[src/rtl/intr_pkg.sv]
package intr_pkg;
  localparam int IRQ_W     = 8;
  localparam int SSIP_BIT  = 1;
  localparam int MSIP_BIT  = 3;
  localparam int STIP_BIT  = 5;
  localparam int MTIP_BIT  = 7;

  localparam logic [IRQ_W-1:0] SSIP_MASK = IRQ_W'(1) << SSIP_BIT;
  localparam logic [IRQ_W-1:0] MSIP_MASK = IRQ_W'(1) << MSIP_BIT;
  localparam logic [IRQ_W-1:0] STIP_MASK = IRQ_W'(1) << STIP_BIT;
  localparam logic [IRQ_W-1:0] MTIP_MASK = IRQ_W'(1) << MTIP_BIT;

  localparam logic [IRQ_W-1:0] M_PEND_WMASK = SSIP_MASK | MSIP_MASK | STIP_MASK;
  localparam logic [IRQ_W-1:0] M_EN_WMASK   = M_PEND_WMASK | MTIP_MASK;
  localparam logic [IRQ_W-1:0] S_PEND_WMASK = SSIP_MASK;
  localparam logic [IRQ_W-1:0] S_VIEW_MASK  = SSIP_MASK | STIP_MASK;

  localparam logic [1:0] PRIV_U = 2'd0;
  localparam logic [1:0] PRIV_S = 2'd1;
  localparam logic [1:0] PRIV_M = 2'd3;

  typedef enum logic [1:0] {
    CAUSE_SW   = 2'd0,
    CAUSE_TMR  = 2'd1,
    CAUSE_HOST = 2'd2
  } cause_e;

  typedef struct packed {
    logic wrMPend;
    logic wrMEn;
    logic wrSPend;
    logic wrSEn;
    logic poke;
    logic wrCmp;
  } strobe_t;
endpackage

[src/rtl/intr_ctrl.sv]
module intr_ctrl
  import intr_pkg::*;
(
  input  logic             clk,
  input  logic             rstN,
  input  logic             selMPend,
  input  logic             selMEn,
  input  logic             selSPend,
  input  logic             selSEn,
  input  logic             selPoke,
  input  logic             selCmp,
  input  logic [1:0]       privLvl,
  input  logic             globalIe,
  input  logic             hostMsgPending,
  input  logic [IRQ_W-1:0] pendQ,
  input  logic [IRQ_W-1:0] enQ,
  output strobe_t          strb,
  output logic             takeIrq,
  output logic [1:0]       irqCause
);
  logic [IRQ_W-1:0] active;
  logic mElig, sElig;
  cause_e cause;

  always_comb begin
    strb.wrMPend = selMPend;
    strb.wrMEn   = selMEn;
    strb.wrSPend = selSPend;
    strb.wrSEn   = selSEn;
    strb.poke    = selPoke;
    strb.wrCmp   = selCmp;
  end

  assign active = pendQ & enQ;
  assign mElig  = (privLvl != PRIV_M) || globalIe;
  assign sElig  = (privLvl == PRIV_U) || ((privLvl == PRIV_S) && globalIe);

  always_comb begin
    takeIrq = 1'b0;
    cause   = CAUSE_SW;
    if (mElig && |(active & MSIP_MASK)) begin
      takeIrq = 1'b1; cause = CAUSE_SW;
    end else if (mElig && |(active & MTIP_MASK)) begin
      takeIrq = 1'b1; cause = CAUSE_TMR;
    end else if (mElig && hostMsgPending) begin
      takeIrq = 1'b1; cause = CAUSE_HOST;
    end else if (sElig && |(active & SSIP_MASK)) begin
      takeIrq = 1'b1; cause = CAUSE_SW;
    end else if (sElig && |(active & STIP_MASK)) begin
      takeIrq = 1'b1; cause = CAUSE_TMR;
    end
  end
  assign irqCause = cause;

  // machine with enable clear blocks every cause
  p_blocked_in_m_r8: assert property (@(posedge clk) disable iff (!rstN)
    (privLvl == PRIV_M && !globalIe) |-> !takeIrq);
  // a waiting host message below or at an open machine level is taken
  p_host_taken_r9: assert property (@(posedge clk) disable iff (!rstN)
    (hostMsgPending && (privLvl != PRIV_M || globalIe)) |-> takeIrq);
  // no take at all without a pending-enabled pair or a host message
  p_take_has_src_r10: assert property (@(posedge clk) disable iff (!rstN)
    takeIrq |-> ((|active) || hostMsgPending));
  // cause stays in the defined code set
  p_cause_legal_r11: assert property (@(posedge clk) disable iff (!rstN)
    takeIrq |-> (irqCause != 2'd3));
endmodule

[src/rtl/intr_regs.sv]
module intr_regs
  import intr_pkg::*;
#(
  parameter int DATA_W = 32,
  parameter int CNT_W  = 32
) (
  input  logic              clk,
  input  logic              rstN,
  input  strobe_t           strb,
  input  logic [DATA_W-1:0] wrData,
  input  logic [CNT_W-1:0]  rtcCount,
  output logic [IRQ_W-1:0]  pendQ,
  output logic [IRQ_W-1:0]  enQ,
  output logic [CNT_W-1:0]  cmpQ
);
  logic [IRQ_W-1:0] pendD, enD, wrLow;
  logic [CNT_W-1:0] cmpD;

  assign wrLow = wrData[IRQ_W-1:0];

  always_comb begin
    pendD = pendQ;
    if (strb.wrMPend) pendD = (pendD & ~M_PEND_WMASK) | (wrLow & M_PEND_WMASK);
    if (strb.wrSPend) pendD = (pendD & ~S_PEND_WMASK) | (wrLow & S_PEND_WMASK);
    if (strb.poke)    pendD = pendD | MSIP_MASK;
    if (strb.wrCmp)   pendD = pendD & ~MTIP_MASK;
    else if (rtcCount >= cmpQ) pendD = pendD | MTIP_MASK;
  end

  always_comb begin
    enD = enQ;
    if (strb.wrMEn) enD = (enD & ~M_EN_WMASK) | (wrLow & M_EN_WMASK);
    if (strb.wrSEn) enD = (enD & ~S_VIEW_MASK) | (wrLow & S_VIEW_MASK);
  end

  assign cmpD = strb.wrCmp ? CNT_W'(wrData) : cmpQ;

  always_ff @(posedge clk) begin
    if (!rstN) begin
      pendQ <= '0;
      enQ   <= '0;
      cmpQ  <= '1;
    end else begin
      pendQ <= pendD;
      enQ   <= enD;
      cmpQ  <= cmpD;
    end
  end

  // compare write leaves the timer bit clear
  p_cmp_clears_r7: assert property (@(posedge clk) disable iff (!rstN)
    strb.wrCmp |=> !pendQ[MTIP_BIT]);
  // timer bit is sticky without a compare write
  p_mtip_sticky_r7: assert property (@(posedge clk) disable iff (!rstN)
    (pendQ[MTIP_BIT] && !strb.wrCmp) |=> pendQ[MTIP_BIT]);
  // poke always raises machine software pending
  p_poke_sets_r6: assert property (@(posedge clk) disable iff (!rstN)
    strb.poke |=> pendQ[MSIP_BIT]);
  // unimplemented enable bits never become set
  p_en_bits_r3: assert property (@(posedge clk) disable iff (!rstN)
    (enQ & ~M_EN_WMASK) == '0);
endmodule

[src/rtl/intr_pend_arb.sv]
module intr_pend_arb
  import intr_pkg::*;
#(
  parameter int DATA_W = 32,
  parameter int CNT_W  = 32
) (
  input  logic              clk,
  input  logic              rstN,
  input  logic [1:0]        privLvl,
  input  logic              globalIe,
  input  logic [CNT_W-1:0]  rtcCount,
  input  logic              hostMsgPending,
  input  logic              selMPend,
  input  logic              selMEn,
  input  logic              selSPend,
  input  logic              selSEn,
  input  logic              selPoke,
  input  logic              selCmp,
  input  logic [DATA_W-1:0] wrData,
  output logic [DATA_W-1:0] mPendRd,
  output logic [DATA_W-1:0] mEnRd,
  output logic [DATA_W-1:0] sPendRd,
  output logic [DATA_W-1:0] sEnRd,
  output logic [DATA_W-1:0] pokeRd,
  output logic [CNT_W-1:0]  cmpRd,
  output logic              takeIrq,
  output logic [1:0]        irqCause
);
  strobe_t          strb;
  logic [IRQ_W-1:0] pendQ, enQ;

  intr_ctrl u_ctrl (
    .clk(clk), .rstN(rstN),
    .selMPend(selMPend), .selMEn(selMEn), .selSPend(selSPend),
    .selSEn(selSEn), .selPoke(selPoke), .selCmp(selCmp),
    .privLvl(privLvl), .globalIe(globalIe), .hostMsgPending(hostMsgPending),
    .pendQ(pendQ), .enQ(enQ), .strb(strb),
    .takeIrq(takeIrq), .irqCause(irqCause)
  );

  intr_regs #(.DATA_W(DATA_W), .CNT_W(CNT_W)) u_regs (
    .clk(clk), .rstN(rstN), .strb(strb), .wrData(wrData),
    .rtcCount(rtcCount), .pendQ(pendQ), .enQ(enQ), .cmpQ(cmpRd)
  );

  assign mPendRd = DATA_W'(pendQ);
  assign mEnRd   = DATA_W'(enQ);
  assign sPendRd = DATA_W'(pendQ & S_VIEW_MASK);
  assign sEnRd   = DATA_W'(enQ & S_VIEW_MASK);
  assign pokeRd  = '0;
endmodule

[config.mk]
export PLATFORM = sky130hd
export DESIGN_NAME = intr_pend_arb
export DESIGN_NICKNAME = d
export VERILOG_FILES = /design/src/rtl/intr_pkg.sv /design/src/rtl/intr_ctrl.sv /design/src/rtl/intr_regs.sv /design/src/rtl/intr_pend_arb.sv
export SDC_FILE = /design/constraint.sdc
export NUM_CORES = 1
export LEC_CHECK = 0
export BUFFER_PORTS_ARGS = -buffer_cell sky130_fd_sc_hd__buf_2
export CAP_MARGIN = 40
export CORE_MARGIN = 10
export CORE_UTILIZATION = 36
export CTS_CLUSTER_SIZE = 40
export DETAILED_ROUTE_END_ITERATION = 10
export PLACE_DENSITY = 0.75
export SLEW_MARGIN = 10
export SYNTH_ARGS = -nofsm -noshare
export SYNTH_HDL_FRONTEND = slang
export SYNTH_SLANG_ARGS = --single-unit
[constraint.sdc]
create_clock -name clk -period 1.5 [get_ports clk]
set_input_delay 0.15 -clock clk [delete_from_list [all_inputs] [get_ports clk]]
set_output_delay 0.15 -clock clk [all_outputs]
set_load 0.01 [all_outputs]
-- Word level (Yosys, flattened, before mapping)
Index checks and enable logic that the tools add are counted.
- multiplexer cells: 17
- bitwise logic cells: 6
- equal/unequal tests: 2
- order comparisons: 1
- reduce and logical (&&, ||, !) cells: 11
- operators with widths (cell ; count):
    8-bit two-way mux ; 5
    32-bit >= comparator ; 1
    8-bit by 6-bit bitwise OR with 8-bit output ; 2
    8-bit AND ; 1
    2-bit two-way mux ; 4
    7-bit by 8-bit bitwise OR with 8-bit output ; 1
    8-bit by 2-bit bitwise OR with 8-bit output ; 1
    7-bit two-way mux ; 1
    1-bit logical AND ; 6
    1-bit two-way mux ; 6
    4-bit two-way mux ; 1
    2-bit by 1-bit == test with 1-bit output (second input constant) ; 1
    2-bit logical NOT ; 1
    1-bit logical OR ; 2
    2-bit inequality test (second input constant) ; 1
    2-bit nonzero test ; 1
    2-bit OR reduction ; 1
    1-bit inverter ; 1
- output and inout port bits: 195
- bits in registers: 48
- logic and storage cells: 42
- input bits: 76

-- Depth between registers and ports, before layout
- depth in word-level cells: 9
- depth in mapped cells: 7

-- By module
From an unflattened synthesis, not the netlist that was laid out.
- cell total of the unflattened synthesis: 420
- area, all modules: 3432.0 um^2
- by module, submodules not included (module ; area an instance (um^2) ; instances ; cells each):
    intr_regs ; 2209.6 ; 1 ; 257
    intr_pend_arb ; 1084.8 ; 1 ; 145
    intr_ctrl ; 137.6 ; 1 ; 18

-- Worst setup path before layout
No wires, ideal clock.
- path type: register to register
- from: reg u_regs.cmpQ[0]
- to: reg u_regs.pendQ[7]
- cell stages (with the launch flop): 7
- data required time: 1371 ps
- arrival time: 1486 ps
- path slack: -115 ps
- cells stage by stage: dfxtp_1 ha_1 nand2b_1 a2111oi_2 nor4_2 o31ai_1 a31oi_1
- word-level cells in the longest chain between the ends: 2
- RTL lines (element ; RTL line ; source):
    start, declared ; intr_regs.sv:14 ; output logic [CNT_W-1:0] cmpQ
    start signal, assigned ; intr_regs.sv:46 ; cmpQ <= cmpD;
    32-bit >= comparator ; intr_regs.sv:27 ; else if (rtcCount >= cmpQ) pendD = pendD | MTIP_MASK;
    8-bit two-way mux ; intr_regs.sv:27 ;
    end signal, assigned ; intr_regs.sv:44 ; pendQ <= pendD;
    end, declared ; intr_regs.sv:12 ; output logic [IRQ_W-1:0] pendQ,
No other way between the ends.
A chain may end at the register's enable or synchronous reset.

-- Worst setup path after layout
- from: reg u_regs.cmpQ[11]
- to: reg u_regs.pendQ[7]
Same word-level chain as after synthesis.

==> flow_summary.json <==
{
  "maxSlewViolCount": 0,
  "ys.flop_type": "dfxtp_1",
  "cts.sinks": 40,
  "synth_top_cell_area_share_pct": 33.9,
  "violations": "setup timing",
  "r2r_cells": 7,
  "avgViaCountPerCell": 4.14,
  "nNetsFinal": 668,
  "ios": 271,
  "dp_hpwl_mm": 8.52,
  "num_vias": 2779,
  "h-tree-depth": 2,
  "final_layout_size_suffix_gt1_share_pct": 34.6,
  "yosys-top-cells-area": "buf_4 (34%), dfxtp_1 (24%), ha_1 (12%)",
  "routed_wl_mm": 10.0,
  "fin_skew_ns": 0.00986,
  "numCtsBuffers": 5,
  "period_share_pct": 109,
  "syn2layout_area_growth_pct": 18.4,
  "cp.required_ns": 1.73,
  "n_fill_cell": 949,
  "setup_ws_ns": -0.134,
  "gp_congestion": 0.812,
  "synth_common_cells": "buf_4 (152), nand2_1 (42), dfxtp_1 (40), inv_1 (36), ha_1 (32)",
  "track_usage_pct": 12.5,
  "ys_ff_latch": 40,
  "synth_edf_count": 0,
  "ir_worst_vdd_mv": 0.380,
  "grt_pass1_wl_mm": 13.5,
  "yosysWarnings": 0,
  "first_global_vias": 2875,
  "die_x_microns": 117,
  "final_area_sq_mm": 0.00399,
  "setup_viol": 2,
  "synth_seq_area_share_pct": 23.8,
  "critPathKind": "register to register",
  "grt_max_degree": 42,
  "die-area_sq_mm": 0.0136,
  "diodes": 0,
  "core_sq_mm": 0.00920,
  "status": "finished, violations left",
  "antenna_found_initial": 0,
  "cts_max_path_buffers": 2,
  "first_pass_iters": 4,
  "hold_violations": 0,
  "die_y_microns": 117,
  "cp.arrival_ns": 1.87,
  "path_max_fanout": 3,
  "yosysUniqueCellTypes": 39,
  "grt_overflow": 0,
  "p_leak_nw": 2.31,
  "yosysTopAreaCell": "buf_4",
  "clk_latency_ns": 0.30,
  "cap_violations": 0,
  "layout_min_cycle_time_ns": 1.63,
  "min_path_type": "input port to register",
  "num_rows": 35,
  "power_density_mw_per_mm2": 719,
  "clkSlewWorstSetupHoldPaths_ns": 0.09,
  "postCtsHoldBufs": 0,
  "synth.most_common_cell": "buf_4",
  "drt_iter0_drc": 61,
  "avgSynthCellArea_sq_um": 8.16,
  "start_util_pct": 36.6,
  "crit_path_end_kind": "register",
  "ant_nets": 0,
  "async_flop_share_pct": 0,
  "grt_setup_unrepaired": "true",
  "min_delay_path_depth": 2,
  "cts_root_buf": "clkbuf_8",
  "placed_area_sq_mm": 0.00377,
  "cts_tree": "done",
  "placement.io_buffers": 122,
  "p_total_mw": 2.87,
  "wl_per_cell_microns": 14.9,
  "critPathLaunchType": "register",
  "max_freq_ghz": 0.612,
  "syn_inst": 413,
  "drc": 0,
  "synth.cell_area_sq_mm": 0.00337
}
cell families (layout without fill, tap and decap cells):
logic type	Yosys count	count (layout)	synth area share (%)
other	1	148	0.111
AND/OR/NAND/NOR	68	68	9.29
buffers and inverters	199	200	39.1
adder cells (fa/ha/maj)	32	32	11.9
flip-flops	40	40	23.8
multiplexers	5	5	1.52
AO/OA/AOI/OAI	68	68	14.3
sequential cells by signal, summed over array words and instances, names as in the netlist:
register	count
u_regs.enQ	4
u_regs.cmpQ	32
u_regs.pendQ	4
placed cells by master, fill, tap and decap left out, types with 2 or more instances in the layout:
cell | synthesis | layout
inv_1 | 36 | 32
a21o_1 | 2 | 2
nand2_1 | 42 | 42
a21boi_1 | 3 | 3
buf_2 | 0 | 122
o211ai_1 | 31 | 31
nand4_1 | 7 | 7
nand2b_1 | 2 | 2
ha_1 | 32 | 29
nor2_1 | 3 | 3
nand3_1 | 3 | 3
nor3_1 | 2 | 2
a2111oi_4 | 0 | 2
conb_1 | 1 | 148
inv_2 | 0 | 4
clkinv_2 | 0 | 2
buf_4 | 152 | 32
clkbuf_8 | 0 | 6
nor2b_1 | 4 | 4
dfxtp_2 | 0 | 14
o21a_1 | 2 | 2
buf_12 | 0 | 2
a22oi_1 | 2 | 2
ha_4 | 0 | 3
a21oi_1 | 12 | 12
o21ai_0 | 4 | 4
dfxtp_1 | 40 | 25
mux2i_1 | 4 | 4
area by class of cell:
type / instances / area, sq um / share of cell area [%]
Clock buffer: 6 / 82.6 / 2.07
Clock inverter: 2 / 10.0 / 0.251
Inverter: 36 / 135 / 3.39
Multi-Input combinational cell: 321 / 1910 / 47.8
Sequential cell: 40 / 822 / 20.6
Tap cell: 111 / 139 / 3.48
Timing Repair Buffer: 156 / 891 / 22.3
power by group:
group / total [mW] / switching, mW / internal [mW] / leakage, nW
logic: 0.920 / 0.558 / 0.362 / 1.92
registers: 1.18 / 0.0426 / 1.14 / 0.331
clock network: 0.765 / 0.397 / 0.368 / 0.0510
path summary, 6_finish.rpt:
| path | from | end | slack (ns) |
|---|---|---|---|
| setup / recovery | u_regs.cmpQ[11]$_SDFFE_PN1P_ | u_regs.pendQ[7]$_SDFF_PP0_ | -0.13 |
| setup reg to reg | u_regs.cmpQ[11]$_SDFFE_PN1P_ | u_regs.pendQ[7]$_SDFF_PP0_ | -0.13 |
| hold reg to reg | u_regs.cmpQ[19]$_SDFFE_PN1P_ | u_regs.cmpQ[19]$_SDFFE_PN1P_ | 0.50 |
| hold / removal | selPoke | u_regs.pendQ[3]$_SDFF_PN0_ | 0.06 |
critical path, stage by stage, from the launching register on:
cell and delay (ns):
dfxtp_2 0.33, inv_1 0.05, ha_1 0.30, nand4_1 0.12
or3_4 0.41, nor4_4 0.16, o31ai_2 0.08, a31oi_1 0.12
metrics by stage:
step | cells | setup TNS (ns) | worst slack [ns] | utilization, % | hold slack (ns)
floorplan | 560 | -0.0257 | -0.0257 | - | 0.274
global placement | 663 | -0.263 | -0.263 | 41.0 | 0.362
detailed placement | 663 | -0.281 | -0.281 | 41.0 | 0.365
CTS | 672 | -0.222 | -0.190 | 43.2 | 0.0544
global route | 672 | -0.403 | -0.273 | 43.3 | 0.0556
finish | 672 | -0.166 | -0.134 | 43.3 | 0.0639
layer usage:
| layer | track usage (%) | part of all wire [%] | vias up |
|---|---|---|---|
| met2 | 24.0 | 52 | 158 |
| met5 | 0 | 0 | - |
| met3 | 4.52 | 11 | 10 |
| met4 | 3.13 | 0.94 | 0 |
| met1 | 12.4 | 36 | 1245 |
| li1 | - | - | 1366 |
what timing repair did:
| action | in CTS | in global routing |
|---|---|---|
| setup buffers | 1 | 0 |
| gates resized for setup | 16 | 5 |
| pin swaps | 1 | 2 |
| setup endpoints to repair | 2 | 3 |
Power figures use the tool's default switching activity.
